--- config.mk ---
export PLATFORM = sky130hd
export DESIGN_NAME = cfgreg_top
export DESIGN_NICKNAME = d
export VERILOG_FILES = /design/src/rtl/cfgreg_pkg.sv /design/src/rtl/cfgreg_rst_sync.sv /design/src/rtl/cfgreg_decode.sv /design/src/rtl/cfgreg_slice.sv /design/src/rtl/cfgreg_top.sv
export SDC_FILE = /design/constraint.sdc
export NUM_CORES = 1
export LEC_CHECK = 0
export BUFFER_PORTS_ARGS = -buffer_cell sky130_fd_sc_hd__buf_2
export CAP_MARGIN = 15
export CORE_MARGIN = 1.5
export CORE_UTILIZATION = 37
export CTS_BUF_LIST = sky130_fd_sc_hd__clkbuf_4 sky130_fd_sc_hd__clkbuf_8 sky130_fd_sc_hd__clkbuf_16
export DETAILED_ROUTE_END_ITERATION = 7
export HOLD_SLACK_MARGIN = 0.03
export PLACE_DENSITY = 0.68
export SYNTH_ARGS = -nofsm -noshare
export SYNTH_HDL_FRONTEND = slang
export SYNTH_SLANG_ARGS = --single-unit
--- constraint.sdc ---
create_clock -name clk -period 2.2 [get_ports clk]
set_input_delay 0 -clock clk [delete_from_list [all_inputs] [get_ports clk]]
set_output_delay 0 -clock clk [all_outputs]
set_load 0.02 [all_outputs]
--- src/rtl/cfgreg_pkg.sv ---
package cfgreg_pkg;
  localparam int NUM_POS  = 25;
  localparam int NUM_DUAL = 14;

  typedef enum logic [2:0] {
    K_DATA   = 3'd0,
    K_CKE    = 3'd1,
    K_ODT    = 3'd2,
    K_SEL    = 3'd3,
    K_UNUSED = 3'd4
  } kind_t;

  // Zero-based index of each fixed role.
  localparam int IDX_SEL     = 6;
  localparam int IDX_CKE_STD = 0;
  localparam int IDX_ODT_STD = 3;
  localparam int IDX_ODT_ALT = 10;
  localparam int IDX_CKE_ALT = 13;

  function automatic kind_t kind_of(input logic dual, input logic alt,
                                    input int idx, input int n_dual);
    kind_t k;
    k = K_DATA;
    if (idx == IDX_SEL)                 k = K_SEL;
    else if (dual && idx >= n_dual)     k = K_UNUSED;
    else if (dual && alt) begin
      if (idx == IDX_ODT_ALT)           k = K_ODT;
      else if (idx == IDX_CKE_ALT)      k = K_CKE;
    end else begin
      if (idx == IDX_CKE_STD)           k = K_CKE;
      else if (idx == IDX_ODT_STD)      k = K_ODT;
    end
    return k;
  endfunction
endpackage

--- src/rtl/cfgreg_rst_sync.sv ---
module cfgreg_rst_sync #(
  parameter int STAGES = 2
) (
  input  logic clk,
  input  logic rst_n,
  output logic rst_int_n
);
  logic [STAGES-1:0] chain;

  always_ff @(posedge clk or negedge rst_n) begin
    if (!rst_n) chain <= '0;
    else        chain <= {chain[STAGES-2:0], 1'b1};
  end

  assign rst_int_n = chain[STAGES-1];
endmodule

--- src/rtl/cfgreg_decode.sv ---
module cfgreg_decode
  import cfgreg_pkg::*;
#(
  parameter int N_POS  = NUM_POS,
  parameter int N_DUAL = NUM_DUAL
) (
  input  logic  dual,
  input  logic  alt,
  output kind_t kinds [N_POS]
);
  for (genvar p = 0; p < N_POS; p++) begin : g_kind
    assign kinds[p] = kind_of(dual, alt, p, N_DUAL);
  end
endmodule

--- src/rtl/cfgreg_slice.sv ---
module cfgreg_slice
  import cfgreg_pkg::*;
(
  input  logic  clk,
  input  logic  rst_int_n,
  input  kind_t kind,
  input  logic  d_bit,
  input  logic  cs_dev_n,
  input  logic  cs_gate_n,
  output logic  q
);
  logic hold;
  assign hold = cs_dev_n & cs_gate_n;

  always_ff @(posedge clk or negedge rst_int_n) begin
    if (!rst_int_n) q <= 1'b0;
    else begin
      unique case (kind)
        K_DATA:         q <= hold ? q : d_bit;
        K_CKE, K_ODT:   q <= d_bit;
        K_SEL:          q <= cs_dev_n;
        default:        q <= 1'b0;
      endcase
    end
  end

  // data keeps its value on a hold edge
  a_r6_data_hold: assert property (@(posedge clk) disable iff (!rst_int_n)
    (kind == K_DATA && cs_dev_n && cs_gate_n) |=> (q == $past(q)));
  // data loads when a select is low
  a_r7_data_load: assert property (@(posedge clk) disable iff (!rst_int_n)
    (kind == K_DATA && !(cs_dev_n && cs_gate_n)) |=> (q == $past(d_bit)));
  // sideband follows input every edge
  a_r8_side_load: assert property (@(posedge clk) disable iff (!rst_int_n)
    (kind == K_CKE || kind == K_ODT) |=> (q == $past(d_bit)));
  // select copy follows cs_dev_n
  a_r9_sel_copy: assert property (@(posedge clk) disable iff (!rst_int_n)
    (kind == K_SEL) |=> (q == $past(cs_dev_n)));
endmodule

--- src/rtl/cfgreg_top.sv ---
module cfgreg_top
  import cfgreg_pkg::*;
#(
  parameter int N_POS       = NUM_POS,
  parameter int N_DUAL      = NUM_DUAL,
  parameter int SYNC_STAGES = 2
) (
  input  logic              clk,
  input  logic              rst_n,
  input  logic              cfg_dual,
  input  logic              cfg_alt_map,
  input  logic              cs_dev_n,
  input  logic              cs_gate_n,
  input  logic [N_POS-1:0]  din,
  output logic [N_POS-1:0]  q_a,
  output logic [N_DUAL-1:0] q_b
);
  logic             rst_int_n;
  kind_t            kinds [N_POS];
  logic [N_POS-1:0] regs;

  cfgreg_rst_sync #(.STAGES(SYNC_STAGES)) u_sync (
    .clk(clk), .rst_n(rst_n), .rst_int_n(rst_int_n)
  );

  cfgreg_decode #(.N_POS(N_POS), .N_DUAL(N_DUAL)) u_dec (
    .dual(cfg_dual), .alt(cfg_alt_map), .kinds(kinds)
  );

  for (genvar p = 0; p < N_POS; p++) begin : g_slice
    cfgreg_slice u_slice (
      .clk(clk), .rst_int_n(rst_int_n), .kind(kinds[p]), .d_bit(din[p]),
      .cs_dev_n(cs_dev_n), .cs_gate_n(cs_gate_n), .q(regs[p])
    );
  end

  assign q_a = regs;
  assign q_b = cfg_dual ? regs[N_DUAL-1:0] : '0;

  // outputs low while reset is held
  a_r4_reset_low: assert property (@(posedge clk)
    !rst_n |-> (q_a == '0 && q_b == '0));
  // upper positions idle in twin-drive layout
  a_r2_upper_low: assert property (@(posedge clk) disable iff (!rst_int_n)
    cfg_dual |=> (q_a[N_POS-1:N_DUAL] == '0));
endmodule

# Yosys cells after proc, flatten, opt, wreduce, memory -nomap -nowiden
# Index checks and enable logic that the tools add are counted.
[word_totals] inputBits=31 out_inout_bits=39 register_bits=27
[op_classes] n_bitwise=1 reduce_logical=11 muxes=36 eq_ne=20
[op_table] op="1-bit case mux with 3 select lines" count=15
[op_table] op="1-bit 2-to-1 mux" count=17
[op_table] op="3-bit zero test" count=5
[op_table] op="14-bit 2-to-1 mux" count=1
[op_table] op="2-bit inequality test, second input constant" count=5
[op_table] op="2-bit OR reduction" count=5
[op_table] op="1-bit by 2-bit == test with 1-bit output, second input constant" count=4
[op_table] op="2-bit == test, second input constant" count=4
[op_table] op="3-bit by 2-bit == test with 1-bit output, second input constant" count=2
[op_table] op="2-bit by 1-bit == test with 1-bit output, second input constant" count=2
[op_table] op="2-bit 2-to-1 mux" count=2
[op_table] op="3-bit by 1-bit == test with 1-bit output, second input constant" count=1
[op_table] op="3-bit 2-to-1 mux" count=1
[op_table] op="1-bit == test, second input constant" count=2
[op_table] op="1-bit AND" count=1
[op_table] op="1-bit logical AND" count=1

# Logic depth before layout (Yosys ltp)
# Gate-level depths: netlist (run 1).
[depth] ltp_word=5 mapped_depth=4 ltp_nobuf=3

# By module
# From an unflattened synthesis (run 1), not the netlist that was laid out.
[hier_totals] cells_unflattened=270 hier_area_um2=2513.7
[modules_own_cells] mod="cfgreg_slice" area_each_um2=71.3 cells_per_inst=7 n_inst=25 seq_area_each_um2=25.0
[modules_own_cells] mod="cfgreg_decode" area_each_um2=565.5 cells_per_inst=77 n_inst=1 seq_area_each_um2=0.0
[modules_own_cells] mod="cfgreg_top" area_each_um2=111.4 cells_per_inst=15 n_inst=1 seq_area_each_um2=0.0
[modules_own_cells] mod="cfgreg_rst_sync" area_each_um2=53.8 cells_per_inst=3 n_inst=1 seq_area_each_um2=50.0

# Worst setup path after synthesis (run 1)
# OpenSTA, ideal clock, no wires.
[synth_path] kind="flip-flop to flip-flop" start="register, netlist name g_slice[0].u_slice.q" end="register g_slice[0].u_slice.q" path_stages_with_launch=2 setup_time_ns=0.125 required_ns=2.075 n_path_buf=0 slack_ns=1.461 arrival_ns=0.614 cell_sequence="dfrtp_1 mux2_4"
[synth_rtl] element="to (signal assigned)" line="cfgreg_slice.sv:19" source="K_DATA: q <= hold ? q : d_bit;"
[synth_rtl] element="to (signal assigned)" line="cfgreg_slice.sv:20" source="K_CKE, K_ODT: q <= d_bit;"
[synth_rtl] element="to (signal assigned)" line="cfgreg_slice.sv:21" source="K_SEL: q <= cs_dev_n;"
[synth_rtl] element="to (decl)" line="cfgreg_slice.sv:10" source="output logic q"

# Worst setup path after layout (run 1)
[layout_path] start="input cs_dev_n" end="register g_slice[21].u_slice.q"
[layout_between] elab_chain_cells=2 word_cells_on_any_way=3 cone_classes="eq/ne (1); mux (1); bitwise (1)"
[layout_rtl] element="from (decl)" line="cfgreg_top.sv:12" source="input logic cs_dev_n,"
[layout_rtl] element="1-bit AND" line="cfgreg_slice.sv:13" source="assign hold = cs_dev_n & cs_gate_n;"
[layout_rtl] element="2-bit inequality test (no source line)"
[layout_rtl] element="to (signal assigned)" line="cfgreg_slice.sv:19"
[layout_rtl] element="to (signal assigned)" line="cfgreg_slice.sv:20"
[layout_rtl] element="to (signal assigned)" line="cfgreg_slice.sv:21"
[layout_rtl] element="to (decl)" line="cfgreg_slice.sv:10"
# Several ways; a longest one is shown, not always the timed one.
# A chain may end at the register's enable or synchronous reset.

==> impl_metrics.yaml, run 1 <==
route:
  wire_per_inst_um: 11.3
  totalWireLength_um: 2920
  maxUsedRoutingLayer: "met4"
  dr.pass1.iters: 3
  wl_met3_um: 133
  drtIter0Drc: 8
  vias: 1092
  drc: 0
  final_antenna_net_count: 0
  wl_met2_um: 1520
  drt-met1-wl_um: 1250
  avgViaCountPerCell: 4.25
power:
  pwr-share-comb: 0.246
  seqPwrFrac: 0.543
  clkPwrFrac: 0.211
  p_per_area_nw_per_um2: 566
  p_switching_mw: 0.296
  switching_share: 0.290
  power.leakage_nw: 0.978
  p_int_mw: 0.725
  finalPower_mw: 1.02
  irDropWorstVdd_mv: 0.343
grt:
  grt_antenna_before_repair: 0
  grt_pass1_vias: 1097
  grt_pass1_wl_um: 4960
  gr-total-overflow: 0
  grt_usage: 0.158
  grt_max_degree: 28
clock_tree:
  cts_root_buf: "clkbuf_4"
  cts_buffer_depth: 2
  clock_tree.htree_level_count: 1
  cts_hold_buffers: 27
  cts_tree: "yes"
  cts_resized: 0
  clock_sinks: 27
  insertion_delay_ns: 0.31
  numCtsBuffers: 3
  postCtsSetupBuffers: 0
  clkTransAtPathRegs_ns: 0.13
setup_path:
  r2r_cells: 1
  arrival_ns: 1.49
  worstReg2RegEnd: "g_slice[21].u_slice.q"
  r2r_setup_slack_ns: 1.41
  endpoint_kind: "flip-flop"
  cp.required_ns: 2.44
  criticalPathCategory: "in2reg"
  worst-path-max-fanout: 20
  timing.rr.start: "u_sync.chain[1]"
  startpoint_type: "input pin"
floorplan:
  die_y_um: 63.0
  ioPinCount: 70
  rows: 21
  die_area_um2: 3960
  initial_utilization: 0.392
  core_um2: 3390
  fp.dieW_um: 63.0
timing:
  fin_skew_ns: 0.00425
  tightest_slew_ns: 0.707
  setup_viol: 0
  fmax_ghz: 0.804
  rsz0062_at_grt: "false"
  slew_violations: 0
  slew_headroom: 0.528
  period_needed_ns: 1.24
  finalCritPeriodShare: 0.565
  fin_tns_setup_ns: 0
  hold_viol_final: 0
worst_hold_path:
  holdPathStages: 3
  min_delay_worst_endpoint: "g_slice[3].u_slice.q"
  hold_start: "cfg_alt_map"
  hp-class: "in2reg"
yosys:
  syn-cell-area_um2: 1330
  yosysSeqAreaShare: 0.508
  ys_ff_latch: 27
  avgSynthCellArea_um2: 9.30
  synthesis.instances: 143
  syn_nets: 174
  ys_warn_count: 0
  ys_types: 14
final_layout:
  final-seq-area_um2: 676
  area_growth_pct: 35.7
  multi_input_area_um2: 423
  insertedDiodeCount: 0
  finish.utilization: 0.532
  fillers: 322
  nNetsFinal: 243
  drive_above_1_share: 0.379
placement:
  portBuffers: 68
  hpwlAfterDp_um: 1850
  gp_congestion: 0.666
status:
  status: "finished, final reports clean"
job:
  max-cap-violations: 0
==> logic make-up after synthesis <==
| group | synth area share |
|---|---|
| flops | 0.508 |
| compound gates | 0.0414 |
| other cells | 0.00282 |
| buf+inv | 0.174 |
| mux | 0.0395 |
| simple gates | 0.234 |
==> registers in the layout, indices dropped and copies added, names as in the netlist <==
name,cells
g_slice.u_slice.q,25
u_sync.chain,2
==> routing by layer <==
metal,vias up,GRT usage
met5,-,0
met1,505,0.184
met2,33,0.289
met3,2,0.0396
li1,552,-
met4,0,0.0333
==> final cells by class <==
type | instances | area share
multi-input cells | 84 | 0.234
clock buffers | 4 | 0.0166
repair buffers | 96 | 0.343
well taps | 46 | 0.0319
flip-flops and latches | 27 | 0.374
==> power groups by stage <==
stage	Combinational (mW)	Sequential, mW	Clock (mW)
after floorplan	0.178	0.561	0
after global placement	0.213	0.563	0
after detailed placement	0.215	0.565	0
after CTS	0.251	0.555	0.229
after global routing	0.273	0.561	0.256
final	0.251	0.554	0.216
==> how the worst max path moves through the flow <==
stage                    startpoint                     to  slack [ns]  cells after the start
global route               cs_dev_n  g_slice[22].u_slice.q        0.85                      5
floorplan           u_sync.chain[1]   g_slice[0].u_slice.q        1.39                      0
global placement           cfg_dual  g_slice[13].u_slice.q        1.13                      4
detailed placement         cfg_dual  g_slice[13].u_slice.q        1.13                      4
finish                     cs_dev_n  g_slice[21].u_slice.q        0.96                      5
CTS                        cs_dev_n  g_slice[18].u_slice.q        0.96                      5
==> cell usage in the layout, fill, tap and decap left out <==
cell and instances:
a21oi_1 11, nand2_2 1, nand2_1 51, buf_2 68
and2_1 14, dfrtp_1 27, and2_4 1, mux2_4 2
buf_4 1, dlygate4sd3_1 27, nand3_4 1, mux2_2 2
clkbuf_4 4, conb_1 1
==> synth_stat cells <==
| cell type | instances | area [µm²] |
|---|---|---|
| mux2_4 | 2 | 30.0 |
| a21oi_1 | 11 | 55.1 |
| and2_1 | 14 | 87.6 |
| and2_4 | 1 | 8.76 |
| clkbuf_1 | 2 | 7.51 |
| nand2_2 | 1 | 6.26 |
| mux2_2 | 2 | 22.5 |
| nand3_4 | 1 | 17.5 |
| dfrtp_1 | 27 | 676 |
| buf_4 | 27 | 203 |
| buf_2 | 2 | 10.0 |
| buf_6 | 1 | 11.3 |
| nand2_1 | 51 | 191 |
| conb_1 | 1 | 3.75 |
==> worst max-delay path, stage by stage <==
cell	delay, ns
dlygate4sd3_1	0.53
buf_2	0.14
nand2_1	0.53
nand2_1	0.12
a21oi_1	0.16
==> stage by stage <==
step	setup slack [ns]	cell area, µm²	std cells	hold slack (ns)
final	0.956	1800	257	0.0584
after global placement	1.13	1500	226	-0.214
after global routing	0.848	1800	257	0.0300
after floorplan	1.39	1330	143	-0.296
after CTS	0.963	1800	257	0.0447
after detailed placement	1.13	1500	226	-0.211
Power figures use the tool's default switching activity.
==> run 2, diff against run 1 <==
--- a/config.mk
+++ b/config.mk
@@ -12,7 +12,7 @@
 export CTS_BUF_LIST = sky130_fd_sc_hd__clkbuf_4 sky130_fd_sc_hd__clkbuf_8 sky130_fd_sc_hd__clkbuf_16
 export DETAILED_ROUTE_END_ITERATION = 7
 export HOLD_SLACK_MARGIN = 0.03
-export PLACE_DENSITY = 0.68
+export PLACE_DENSITY = 0.7
 export SYNTH_ARGS = -nofsm -noshare
 export SYNTH_HDL_FRONTEND = slang
 export SYNTH_SLANG_ARGS = --single-unit
==> constraint.sdc (replaced) <==
create_clock -name clk -period 1.1 [get_ports clk]
set_input_delay 0 -clock clk [delete_from_list [all_inputs] [get_ports clk]]
set_output_delay 0 -clock clk [all_outputs]
set_load 0.02 [all_outputs]
==> impl_metrics.yaml, run 2 (same netlist as run 1, synthesis figures left out) <==
route:
  dr.pass1.iters: 4
  avgViaCountPerCell: 4.25
  vias: 1138
  drc: 0
  wire_per_inst_um: 11.4
  drtIter0Drc: 38
  totalWireLength_um: 3070
  final_antenna_net_count: 0
final_layout:
  largest_reg_flops: 25
  fillers: 301
  mostFrequentLayoutCells: "buf_2 (64), nand2_1 (51), dlygate4sd3_1 (28)"
  top_register: "g_slice.u_slice.q"
  drive_above_1_share: 0.419
  area_growth_pct: 44.8
  nNetsFinal: 254
  insertedDiodeCount: 0
  postLayoutCellArea_um2: 1930
  stdcell_count: 268
  largest_registers: "g_slice.u_slice.q (25), u_sync.chain (2)"
  layout_commonest_cell: "buf_2"
setup_path:
  criticalPathCategory: "in2reg"
  arrival_ns: 1.30
  startpoint_type: "input pin"
  slowest_stage: "dlygate4sd3_1"
  path_cells: "dlygate4sd3_1 > buf_2 > and2_4 > nand2_2 > mux2_2"
  endpoint_kind: "flip-flop"
  slowest_delay_ns: 0.54
  worst-path-max-fanout: 9
  cp.required_ns: 1.33
grt:
  grt_pass1_wl_um: 4900
  grt_usage: 0.158
  grt_antenna_before_repair: 0
  gr-total-overflow: 0
  grt_pass1_vias: 1072
  grt_max_degree: 26
placement:
  placed_area_um2: 1540
  hpwlAfterDp_um: 1960
  dp_slack_ns: 0.228
  portBuffers: 68
  dp.cells: 231
  gp_congestion: 0.722
clock_tree:
  insertion_delay_ns: 0.33
  clock_tree.htree_level_count: 1
  numCtsBuffers: 3
  clkTransAtPathRegs_ns: 0.15
  cts_buffer_depth: 2
  cts_tree: "yes"
  clock_sinks: 27
  cts_root_buf: "clkbuf_4"
power:
  power.leakage_nw: 1.04
  irDropWorstVdd_mv: 0.540
  p_per_area_nw_per_um2: 1100
floorplan:
  die_area_um2: 3960
  rows: 21
  fp.dieW_um: 63.0
  die_y_um: 63.0
  core_um2: 3390
  ioPinCount: 70
  initial_utilization: 0.392
timing:
  fin_skew_ns: 0.00615
  slew_violations: 0
  setup_viol: 0
  fmax_ghz: 0.938
  finalCritPeriodShare: 0.969
  hold_viol_final: 0
  period_needed_ns: 1.07
  setup_ws_ns: 0.0342
worst_hold_path:
  hp-class: "in2reg"
status:
  status: "finished, final reports clean"
job:
  max-cap-violations: 0
==> run 2: worst paths after layout <==
kind                                      startpoint  slack [ns]  cells past startpoint                    end
min in group asynchronous            u_sync.chain[1]        0.18                      1   g_slice[9].u_slice.q
max in group asynchronous                      rst_n        0.49                      3        u_sync.chain[1]
worst max-delay path                        cs_dev_n        0.03                      5  g_slice[10].u_slice.q
worst min register to register       u_sync.chain[1]        0.18                      1   g_slice[9].u_slice.q
worst max register to register  g_slice[3].u_slice.q        0.21                      2   g_slice[3].u_slice.q
worst min-delay path                     cfg_alt_map        0.04                      3   g_slice[3].u_slice.q
==> run 2: layout make-up <==
class / count / area (µm²) / area share
Multi-Input combinational cell: 84 / 430 / 0.224
Timing Repair Buffer: 107 / 732 / 0.380
Clock inverter: 1 / 7.51 / 0.00390
Clock buffer: 3 / 22.5 / 0.0117
Tap cell: 46 / 57.6 / 0.0299
Sequential cell: 27 / 676 / 0.351
==> run 2: routing by layer <==
layer / up-vias / GRT usage / wire length (µm)
met5: - / 0 / 0
met1: 520 / 0.190 / 1330
met3: 2 / 0.0234 / 176
met4: 0 / 0.0639 / 16
met2: 45 / 0.281 / 1540
li1: 571 / - / -
==> run 2: timing repair <==
item / CTS / global route
endpoints found under the setup margin: 0 / 11
buffers inserted: 0 / 5
resized for setup: 0 / 12
endpoints found under the hold margin: 27 / 0
hold buffers: 28 / 0
==> run 2: critical path: cells and delay by family <==
family | cells | cell delay (ns)
buf+inv | 2 | 0.68
mux | 1 | 0.33
simple gates | 2 | 0.28
==> run 2: power by group <==
part           leakage [nW]  internal (mW)  switching [mW]
Clock                0.0139          0.139           0.308
Sequential            0.333           1.06          0.0371
Combinational         0.689          0.275           0.299
==> run 2: metrics by stage <==
stage	hold slack, ns	setup TNS (ns)	total power [mW]	utilization
2_1_floorplan	-0.296	0	1.48	-
3_3_place_gp	-0.212	0	1.56	0.455
3_5_place_dp	-0.211	0	1.57	0.455
4_1_cts	0.0353	0	2.09	0.546
5_1_grt	0.0307	-0.000698	2.23	0.568
6_report	0.0392	0	2.12	0.568
